===== config.mk =====
export PLATFORM = sky130hd
export DESIGN_NAME = rstseq_top
export DESIGN_NICKNAME = d
export VERILOG_FILES = /design/src/rtl/rstseq_pkg.sv /design/src/rtl/rstseq_req.sv /design/src/rtl/rstseq_shift.sv /design/src/rtl/rstseq_flags.sv /design/src/rtl/rstseq_fsm.sv /design/src/rtl/rstseq_top.sv
export SDC_FILE = /design/constraint.sdc
export NUM_CORES = 1
export LEC_CHECK = 0
export BUFFER_PORTS_ARGS = -buffer_cell sky130_fd_sc_hd__buf_2
export CORE_UTILIZATION = 55
export CTS_BUF_LIST = sky130_fd_sc_hd__clkbuf_8 sky130_fd_sc_hd__clkbuf_16
export CTS_CLUSTER_DIAMETER = 80
export DETAILED_ROUTE_END_ITERATION = 6
export GPL_ROUTABILITY_DRIVEN = 0
export PLACE_DENSITY = 0.77
export SLEW_MARGIN = 20
export SYNTH_ARGS = -nofsm -noshare
export SYNTH_HDL_FRONTEND = slang
export SYNTH_SLANG_ARGS = --single-unit

===== constraint.sdc =====
create_clock -name clk -period 6.8 [get_ports clk]
set_input_delay 0 -clock clk [delete_from_list [all_inputs] [get_ports clk]]
set_output_delay 0 -clock clk [all_outputs]
set_load 0.01 [all_outputs]

===== src/rtl/rstseq_pkg.sv =====
package rstseq_pkg;
  typedef enum logic [1:0] {
    VEC_BOOT   = 2'b00,
    VEC_CLKMON = 2'b01,
    VEC_WDOG   = 2'b10
  } vec_t;

  typedef enum logic [1:0] {
    ST_DRIVE  = 2'b00,
    ST_SETTLE = 2'b01,
    ST_RUN    = 2'b10
  } seq_st_t;

  function automatic vec_t pick_vec(input logic line_hi, input logic cm_p, input logic wd_p);
    if (!line_hi)  return VEC_BOOT;
    else if (cm_p) return VEC_CLKMON;
    else if (wd_p) return VEC_WDOG;
    else           return VEC_BOOT;
  endfunction
endpackage


===== src/rtl/rstseq_req.sv =====
module rstseq_req #(
  parameter int RATE_W = 3
) (
  input  logic              por_req,
  input  logic              lvr_req,
  input  logic              cm_fail,
  input  logic              cm_en,
  input  logic              selfclk_en,
  input  logic              wdt_timeout,
  input  logic [RATE_W-1:0] wdt_rate,
  output logic              cm_hit,
  output logic              wd_hit,
  output logic              seq_arst_n,
  output logic              flag_arst_n
);
  // qualified internal requests
  assign cm_hit = cm_fail && cm_en && !selfclk_en;
  assign wd_hit = wdt_timeout && (wdt_rate != '0);

  // sequencer is forced into reset by any internal source
  assign seq_arst_n  = !(por_req || lvr_req || cm_hit || wd_hit);
  // sticky flags only lose state on supply events
  assign flag_arst_n = !(por_req || lvr_req);
endmodule


===== src/rtl/rstseq_shift.sv =====
module rstseq_shift #(
  parameter int STAGES  = 2,
  parameter bit RST_VAL = 1'b0
) (
  input  logic clk,
  input  logic arst_n,
  input  logic clr,
  input  logic din,
  output logic dout
);
  logic [STAGES-1:0] q;
  logic [STAGES-1:0] q_nxt;

  assign q_nxt[0] = clr ? RST_VAL : din;

  for (genvar i = 1; i < STAGES; i++) begin : g_stage
    assign q_nxt[i] = clr ? RST_VAL : q[i-1];
  end

  always_ff @(posedge clk or negedge arst_n) begin
    if (!arst_n) q <= {STAGES{RST_VAL}};
    else         q <= q_nxt;
  end

  assign dout = q[STAGES-1];
endmodule


===== src/rtl/rstseq_flags.sv =====
module rstseq_flags (
  input  logic clk,
  input  logic flag_arst_n,
  input  logic cm_hit,
  input  logic wd_hit,
  input  logic clr,
  output logic cm_pend,
  output logic wd_pend
);
  logic cm_nxt, wd_nxt;

  // a new event wins over a simultaneous clear
  always_comb begin
    cm_nxt = cm_hit ? 1'b1 : (clr ? 1'b0 : cm_pend);
    wd_nxt = wd_hit ? 1'b1 : (clr ? 1'b0 : wd_pend);
  end

  always_ff @(posedge clk or negedge flag_arst_n) begin
    if (!flag_arst_n) begin
      cm_pend <= 1'b0;
      wd_pend <= 1'b0;
    end else begin
      cm_pend <= cm_nxt;
      wd_pend <= wd_nxt;
    end
  end
endmodule


===== src/rtl/rstseq_fsm.sv =====
module rstseq_fsm
  import rstseq_pkg::*;
#(
  parameter int DRIVE_CYC  = 128,
  parameter int SETTLE_CYC = 64
) (
  input  logic       clk,
  input  logic       arst_n,
  input  logic       go,
  input  logic       line_hi,
  input  logic       cm_pend,
  input  logic       wd_pend,
  output logic       pin_pd,
  output logic       run,
  output logic       restart,
  output logic       done,
  output logic [1:0] vec
);
  localparam int CNT_MAX = (DRIVE_CYC > SETTLE_CYC) ? DRIVE_CYC : SETTLE_CYC;
  localparam int CNT_W   = (CNT_MAX > 1) ? $clog2(CNT_MAX) : 1;
  localparam logic [CNT_W-1:0] DRIVE_LAST  = CNT_W'(DRIVE_CYC - 1);
  localparam logic [CNT_W-1:0] SETTLE_LAST = CNT_W'(SETTLE_CYC - 1);

  seq_st_t          st, st_nxt;
  logic [CNT_W-1:0] cnt, cnt_nxt;
  logic             done_nxt;
  logic             vec_en;
  vec_t             vec_q, vec_nxt;

  always_comb begin
    st_nxt   = st;
    cnt_nxt  = cnt;
    done_nxt = 1'b0;
    vec_en   = 1'b0;
    restart  = 1'b0;
    vec_nxt  = pick_vec(line_hi, cm_pend, wd_pend);
    case (st)
      ST_DRIVE: begin
        if (go) begin
          if (cnt == DRIVE_LAST) begin
            st_nxt  = ST_SETTLE;
            cnt_nxt = '0;
          end else begin
            cnt_nxt = cnt + CNT_W'(1);
          end
        end
      end
      ST_SETTLE: begin
        if (cnt == SETTLE_LAST) begin
          st_nxt   = ST_RUN;
          cnt_nxt  = '0;
          done_nxt = 1'b1;
          vec_en   = 1'b1;
        end else begin
          cnt_nxt = cnt + CNT_W'(1);
        end
      end
      ST_RUN: begin
        if (!line_hi) begin
          st_nxt  = ST_DRIVE;
          cnt_nxt = '0;
          restart = 1'b1;
        end
      end
      default: begin
        st_nxt  = ST_DRIVE;
        cnt_nxt = '0;
      end
    endcase
  end

  always_ff @(posedge clk or negedge arst_n) begin
    if (!arst_n) begin
      st   <= ST_DRIVE;
      cnt  <= '0;
      done <= 1'b0;
    end else begin
      st   <= st_nxt;
      cnt  <= cnt_nxt;
      done <= done_nxt;
    end
  end

  always_ff @(posedge clk or negedge arst_n) begin
    if (!arst_n)     vec_q <= VEC_BOOT;
    else if (vec_en) vec_q <= vec_nxt;
  end

  assign pin_pd = (st == ST_DRIVE);
  assign run    = (st == ST_RUN);
  assign vec    = vec_q;
endmodule


===== src/rtl/rstseq_top.sv =====
module rstseq_top #(
  parameter int DRIVE_CYC   = 128,
  parameter int SETTLE_CYC  = 64,
  parameter int SYNC_STAGES = 2,
  parameter int PIPE_STAGES = 2,
  parameter int RATE_W      = 3
) (
  input  logic              clk,
  input  logic              por_req,
  input  logic              lvr_req,
  input  logic              cm_fail,
  input  logic              cm_en,
  input  logic              selfclk_en,
  input  logic              wdt_timeout,
  input  logic [RATE_W-1:0] wdt_rate,
  input  logic              rst_pin_in,
  input  logic              vec_ack,
  output logic              rst_pin_pd,
  output logic              core_rst_n,
  output logic              seq_done,
  output logic [1:0]        vec_code
);
  logic cm_hit, wd_hit, seq_arst_n, flag_arst_n;
  logic sync_out, go, line_hi, restart;
  logic cm_pend, wd_pend, flag_clr;

  rstseq_req #(.RATE_W(RATE_W)) u_req (
    .por_req(por_req), .lvr_req(lvr_req), .cm_fail(cm_fail), .cm_en(cm_en),
    .selfclk_en(selfclk_en), .wdt_timeout(wdt_timeout), .wdt_rate(wdt_rate),
    .cm_hit(cm_hit), .wd_hit(wd_hit), .seq_arst_n(seq_arst_n), .flag_arst_n(flag_arst_n)
  );

  // reset release: synchronizer then fixed pipeline
  rstseq_shift #(.STAGES(SYNC_STAGES), .RST_VAL(1'b0)) u_rel_sync (
    .clk(clk), .arst_n(seq_arst_n), .clr(restart), .din(1'b1), .dout(sync_out)
  );
  rstseq_shift #(.STAGES(PIPE_STAGES), .RST_VAL(1'b0)) u_rel_pipe (
    .clk(clk), .arst_n(seq_arst_n), .clr(restart), .din(sync_out), .dout(go)
  );

  // board reset line read-back
  rstseq_shift #(.STAGES(2), .RST_VAL(1'b1)) u_line_sync (
    .clk(clk), .arst_n(seq_arst_n), .clr(1'b0), .din(rst_pin_in), .dout(line_hi)
  );

  assign flag_clr = vec_ack && core_rst_n;

  rstseq_flags u_flags (
    .clk(clk), .flag_arst_n(flag_arst_n), .cm_hit(cm_hit), .wd_hit(wd_hit),
    .clr(flag_clr), .cm_pend(cm_pend), .wd_pend(wd_pend)
  );

  rstseq_fsm #(.DRIVE_CYC(DRIVE_CYC), .SETTLE_CYC(SETTLE_CYC)) u_fsm (
    .clk(clk), .arst_n(seq_arst_n), .go(go), .line_hi(line_hi),
    .cm_pend(cm_pend), .wd_pend(wd_pend), .pin_pd(rst_pin_pd), .run(core_rst_n),
    .restart(restart), .done(seq_done), .vec(vec_code)
  );
endmodule


==> impl_metrics.tcl, run 1 <==
set metrics [dict create \
    maxCapViolCount 0 \
    syn_avg_cell_area_um2 11.6 \
    totalNegativeSetupSlack_ps 0 \
    yosysMostFrequentCell "dfrtp_1" \
    rsz0062_at_grt "false" \
    max-clock-path-buffers 2 \
    finish.instance_area_mm2 0.00111 \
    final_standard_cell_count_with_taps_included_and_fillers_excluded 118 \
    synth.area.top_cells "dfrtp_1 48%, dfstp_2 5.6%, nor2b_1 4.0%" \
    seq_power_share 0.596 \
    power_frac_clock 0.360 \
    fp.dieArea_mm2 0.00188 \
    outcome "finished clean" \
    detail_route.vias_per_cell 5.92 \
    yosys.area.top_type_share 0.480 \
    antenna_violating_nets_post_route 0 \
    min_path_type "in2async" \
    drc_violations_left 0 \
    power_density_mw_per_mm2 183 \
    setup.worst_path.end_class "register" \
    rows 14 \
    fin_crit_sh 0.251 \
    power.share.combinational 0.044 \
    final_min_period_ps 1710 \
    crit_type "reg2reg" \
    worstPathRequired_ps 6940 \
    crit_path_max_fanout 5 \
    placement.cell_area_mm2 0.00104 \
    dp_cells 112 \
    internal_power_mw 0.164 \
    wl_cell_um 16.6 \
    leakagePower_nw 0.518 \
    detailroute.via_count 699 \
    placeableCoreArea_mm2 0.00154 \
    ports_placed_on_the_boundary 17 \
    mappedNetlistArea_um2 938 \
    finalHoldViolations 0 \
    initial_core_util 0.609 \
    synth_sequential_area_ratio 0.536 \
    drt_pre_antenna_iters 4 \
    global_route.overflow_total 0 \
    clock_tree.root_cell "clkbuf_8" \
    ys_dominant_reg_cell "dfrtp_1" \
    dp_hpwl_um 1310 \
    p_sw_mw 0.0386 \
    nNetsFinal 117 \
    finalSetupViolCount 0 \
    yosys_warnings 0 \
    max_slew.worst_pin.slew_ps 966 \
    worstSetupStartpointType "register" \
    htree_num_levels 1 \
    tritoncts "built" \
    grt_max_degree 12 \
    wirelength_um 1950 \
    cts.repair_timing.setup_buffer_count 0 \
    ir_drop_v 0.000147 \
    edff_count_synth 0 \
    first_pass_grt_wire_length_um 3530 \
    yosys_register_bits 20 \
    detailed_router_s_first_iteration_violation_count 21 \
    finClkSkew_ps 2.35 \
    clk_pin_slew_ps 60 \
    slew_violations 0 \
    grt_use_total 0.265 \
    synth_fp_nets 94 \
    grt_antenna_before_repair 0 \
    synth_commonest_cells "18 x dfrtp_1, 8 x nor2_1, 6 x nand2_1, 6 x nor2b_1" \
    die_h_um 43.3 \
    first_global_vias 761 \
    die_width_um 43.3 \
    post-synth-top-area-cell "dfrtp_1" \
    antenna_diode_count 0 \
    drive_gt1_frac 0.294 \
    timing.critical_path.arrival_ps 1850 \
    synthDistinctLibCells 32 \
    clock_insertion_delay_worst_skew_ps 250 \
    synthToLayoutAreaGrowth_pct 18.0 \
    synthCells 81 \
    port_buffers 16 \
    cts.sinks 20 \
    timing.slew.headroom 0.351 \
    cts_made_buffers 3 \
    max_freq_mhz 585 \
    synthArstFlopShare 1.00 \
    p_sw_frac 0.191 \
]
-- cell type report --
class,count,area (um2)
Clock buffer,3,41.3
Fill cell,122,434
Inverter,2,7.51
Multi-Input combinational cell,57,418
Sequential cell,20,503
Tap cell,16,20.0
Timing Repair Buffer,20,118
-- power by group through the flow --
| stage | clock, mW | combinational [mW] | sequential [mW] |
|---|---|---|---|
| 3_5_place_dp | 0 | 0.00731 | 0.123 |
| 2_1_floorplan | 0 | 0.00264 | 0.123 |
| 5_1_grt | 0.0806 | 0.00989 | 0.121 |
| 6_report | 0.0730 | 0.00892 | 0.121 |
| 4_1_cts | 0.0757 | 0.00864 | 0.121 |
| 3_3_place_gp | 0 | 0.00705 | 0.123 |
-- metal layers --
layer  track usage  part of all wire  vias to the layer above
met5             0                 0                        -
met3        0.0723             0.040                        6
met2         0.442              0.53                       18
li1              -                 -                      329
met4         0.127             0.018                        0
met1         0.314              0.41                      346
-- cells in the final DEF, fill, tap and decap left out, drive strengths merged, types with 3 or more instances in the layout --
| master | netlist | final |
|---|---|---|
| a21o | 4 | 4 |
| and3 | 3 | 3 |
| buf | 2 | 17 |
| clkbuf | 0 | 3 |
| dfrtp | 18 | 18 |
| dlygate4sd3 | 0 | 3 |
| nand2 | 6 | 6 |
| nor2 | 8 | 8 |
| nor2b | 7 | 7 |
| o31ai | 4 | 4 |
| xor2 | 4 | 4 |
-- per-stage QoR --
step / setup slack [ps] / utilization / hold slack [ps] / total power, mW
4_1_cts: 5090 / 0.718 / 38.6 / 0.205
2_1_floorplan: 4140 / - / -214 / 0.125
3_5_place_dp: 5120 / 0.672 / -85.7 / 0.130
3_3_place_gp: 5190 / 0.672 / -90.5 / 0.130
6_report: 5090 / 0.718 / 43.0 / 0.203
5_1_grt: 5000 / 0.718 / 75.7 / 0.211
-- worst paths after layout --
kind | from | end | cells after the start | slack (ps)
max in group asynchronous | por_req | u_line_sync.q[1] | 4 | 5340
hold reg to reg | u_line_sync.q[0] | u_line_sync.q[1] | 0 | 360
min in group clk | vec_ack | u_flags.wd_pend | 3 | 60
setup / recovery | u_fsm.cnt[0] | u_fsm.vec[1] | 4 | 5090
setup reg to reg | u_fsm.cnt[0] | u_fsm.vec[1] | 4 | 5090
hold / removal | selfclk_en | u_fsm.cnt[5] | 3 | 40
-- flip-flops by register name (all words and copies together) (netlist names) --
register,flops
u_fsm.cnt,7
u_fsm.vec,2
u_rel_pipe.q,2
u_fsm.st,2
u_line_sync.q,2
u_rel_sync.q,2
u_flags.cm_pend,1
u_fsm.done,1
u_flags.wd_pend,1
-- kinds of logic after synthesis --
group | Yosys count | share of synthesized area
buf+inv | 4 | 0.0253
flops | 20 | 0.536
fa+ha+maj | 1 | 0.0133
compound gates | 15 | 0.116
xor+xnor | 4 | 0.0373
mux | 2 | 0.0267
simple gates | 35 | 0.245
-- critical path: stages, from the launching register on --
cell,delay (ps)
dfrtp_1,410
ha_1,310
nand3_4,140
nor4b_4,400
mux2_4,340
-- repair_timing --
item / CTS / global route
hold buffers: 3 / 0
hold endpoints to repair: 3 / 0
gates resized for setup: 0 / 0
(Power assumes the default switching activity.)
==> inputs of run 2 (changes only) <==
--- a/config.mk
+++ b/config.mk
@@ -6,12 +6,12 @@
 export NUM_CORES = 1
 export LEC_CHECK = 0
 export BUFFER_PORTS_ARGS = -buffer_cell sky130_fd_sc_hd__buf_2
-export CORE_UTILIZATION = 55
+export CORE_UTILIZATION = 53
 export CTS_BUF_LIST = sky130_fd_sc_hd__clkbuf_8 sky130_fd_sc_hd__clkbuf_16
 export CTS_CLUSTER_DIAMETER = 80
 export DETAILED_ROUTE_END_ITERATION = 6
 export GPL_ROUTABILITY_DRIVEN = 0
-export PLACE_DENSITY = 0.77
+export PLACE_DENSITY = 0.74
 export SLEW_MARGIN = 20
 export SYNTH_ARGS = -nofsm -noshare
 export SYNTH_HDL_FRONTEND = slang
==> constraint.sdc (replaced) <==
create_clock -name clk -period 1.6 [get_ports clk]
set_input_delay 0 -clock clk [delete_from_list [all_inputs] [get_ports clk]]
set_output_delay 0 -clock clk [all_outputs]
set_load 0.01 [all_outputs]
==> run 2 against run 1 <==
  * Worst setup slack got worse by 5000 ps
  * Combinational power increased to 4.9 times the previous value
  * Core utilization increased by 5.0 points
  * Clock skew about the same
  * Total power increased to 4.7 times the previous value
  * Non-clock buffer count increased by 7
  * Critical path type unchanged
  * Design area increased by 9.4%
  * Register-to-register slack got worse by 5000 ps
  * Sequential share of layout area decreased by 3.9 points
  * Global-route usage decreased by 3.9 points
==> impl_metrics.tcl, run 2 (synthesis gave the netlist of run 1 again) <==
set metrics [dict create \
    nNetsFinal 124 \
    crit_path_top_delay_cell "dfstp_2" \
    first_pass_grt_wire_length_um 3060 \
    initial_core_util 0.595 \
    detail_route.vias_per_cell 5.47 \
    fin_crit_sh 0.932 \
    setup_ws_pre_cts_ps 77.8 \
    grt_use_total 0.226 \
    htree_num_levels 1 \
    max_freq_mhz 670 \
    fp.dieArea_mm2 0.00194 \
    final_min_period_ps 1490 \
    setup.worst_path.end_class "register" \
    cp.depth 4 \
    leading_cell_types_in_the_layout_fill_and_taps_excluded "18 x dfrtp_1, 16 x buf_2, 8 x nor2_1" \
    largest_reg_flops 7 \
    finClkSkew_ps 2.64 \
    first_global_vias 684 \
    top_register "u_fsm.cnt" \
    finalHoldViolations 0 \
    final_standard_cell_count_with_taps_included_and_fillers_excluded 126 \
    cts_made_buffers 3 \
    placement.cell_area_mm2 0.00108 \
    crit_path_max_fanout 9 \
    min_path_type "in2async" \
    grt_max_degree 19 \
    power_density_mw_per_mm2 781 \
    die_h_um 44.1 \
    dp_hpwl_um 1210 \
    finalSetupViolCount 0 \
    antenna_violating_nets_post_route 0 \
    worst_slack_ps 108 \
    tritoncts "built" \
    finalCoreUtilization 0.768 \
    dp_cells 117 \
    commonest_non_fill_non_tap_cell_in_the_layout "dfrtp_1" \
    grt_antenna_before_repair 0 \
    cts.sinks 20 \
    rows 14 \
    antenna_diode_count 0 \
    wl_cell_um 14.5 \
    max-clock-path-buffers 2 \
    die_width_um 44.1 \
    maxCapViolCount 0 \
    finalPower_mw 0.946 \
    port_buffers 16 \
    leakagePower_nw 0.570 \
    drt_pre_antenna_iters 4 \
    timing.critical_path.arrival_ps 1690 \
    crit_type "reg2reg" \
    ports_placed_on_the_boundary 17 \
    clk_pin_slew_ps 70 \
    worstPathCellList "and2b_2 -> nor3_4 -> nor2_1 -> nor2_1" \
    ir_drop_v 0.000695 \
    timing.slew.headroom 0.766 \
    drive_gt1_frac 0.355 \
    cp_slowest_stage_delay_ps 560 \
    outcome "finished clean" \
    finish.instance_area_mm2 0.00121 \
    detailed_router_s_first_iteration_violation_count 13 \
    worstSetupStartpointType "register" \
    global_route.overflow_total 0 \
    wirelength_um 1830 \
    slew_violations 0 \
    worstPathBufferInverterCount 0 \
    placeableCoreArea_mm2 0.00158 \
    clock_tree.root_cell "clkbuf_8" \
    cell_mode_on_critical_path "nor2_1" \
    drc_violations_left 0 \
    r2r_worst_path_depth 4 \
    critical_path.top_delay_family "simple AND/OR/NAND/NOR gates" \
    clock_insertion_delay_worst_skew_ps 260 \
    max_slew.worst_pin.slew_ps 350 \
    totalNegativeSetupSlack_ps 0 \
    synthToLayoutAreaGrowth_pct 29.1 \
    whs_ps 12.9 \
    detailroute.via_count 689 \
    worstPathRequired_ps 1790 \
]
## run 2: cell count changes in the layout (fill, tap and decap cells not counted), sizes merged
cell,change
buf,+5
dlygate4sd3,+2
clkbuf,+1
## run 2: what timing repair did
item / in CTS / in global routing
setup endpoints to repair: 0 / 1
resized for setup: 0 / 5
hold endpoints to repair: 19 / 0
setup buffers: 0 / 1
hold buffers: 5 / 0
## run 2: final timing paths
path / start / end / slack, ps
min: lvr_req / u_rel_pipe.q[1] / 10
max reg2reg: u_line_sync.q[1] / u_fsm.cnt[3] / 110
max in group asynchronous: selfclk_en / u_line_sync.q[0] / 310
max: u_line_sync.q[1] / u_fsm.cnt[3] / 110
min reg2reg: u_line_sync.q[0] / u_line_sync.q[1] / 360
min in group clk: vec_ack / u_flags.wd_pend / 50
## run 2: routing by layer
layer,global-route usage,vias to the layer above,part of all wire
li1,-,345,-
met4,0.109,0,0.0099
met1,0.322,329,0.48
met2,0.329,11,0.48
met3,0.0490,4,0.027
met5,0,-,0
## run 2: cell type report
class / count / area [um2]
sequential: 20 / 503
clock buffer: 4 / 55.1
multi-input combinational: 57 / 450
fill: 104 / 365
timing repair buffer: 27 / 175
inverter: 2 / 7.51
tap: 16 / 20.0
## run 2: tightest hold or removal path: stages
cell    delay [ps]
buf_2          120
nor4_4         250
buf_4          280
## run 2: where the power goes
part	switching (mW)	total (mW)	internal, mW
Clock	0.172	0.391	0.219
Combinational	0.0203	0.0433	0.0230
Sequential	0.00173	0.512	0.510
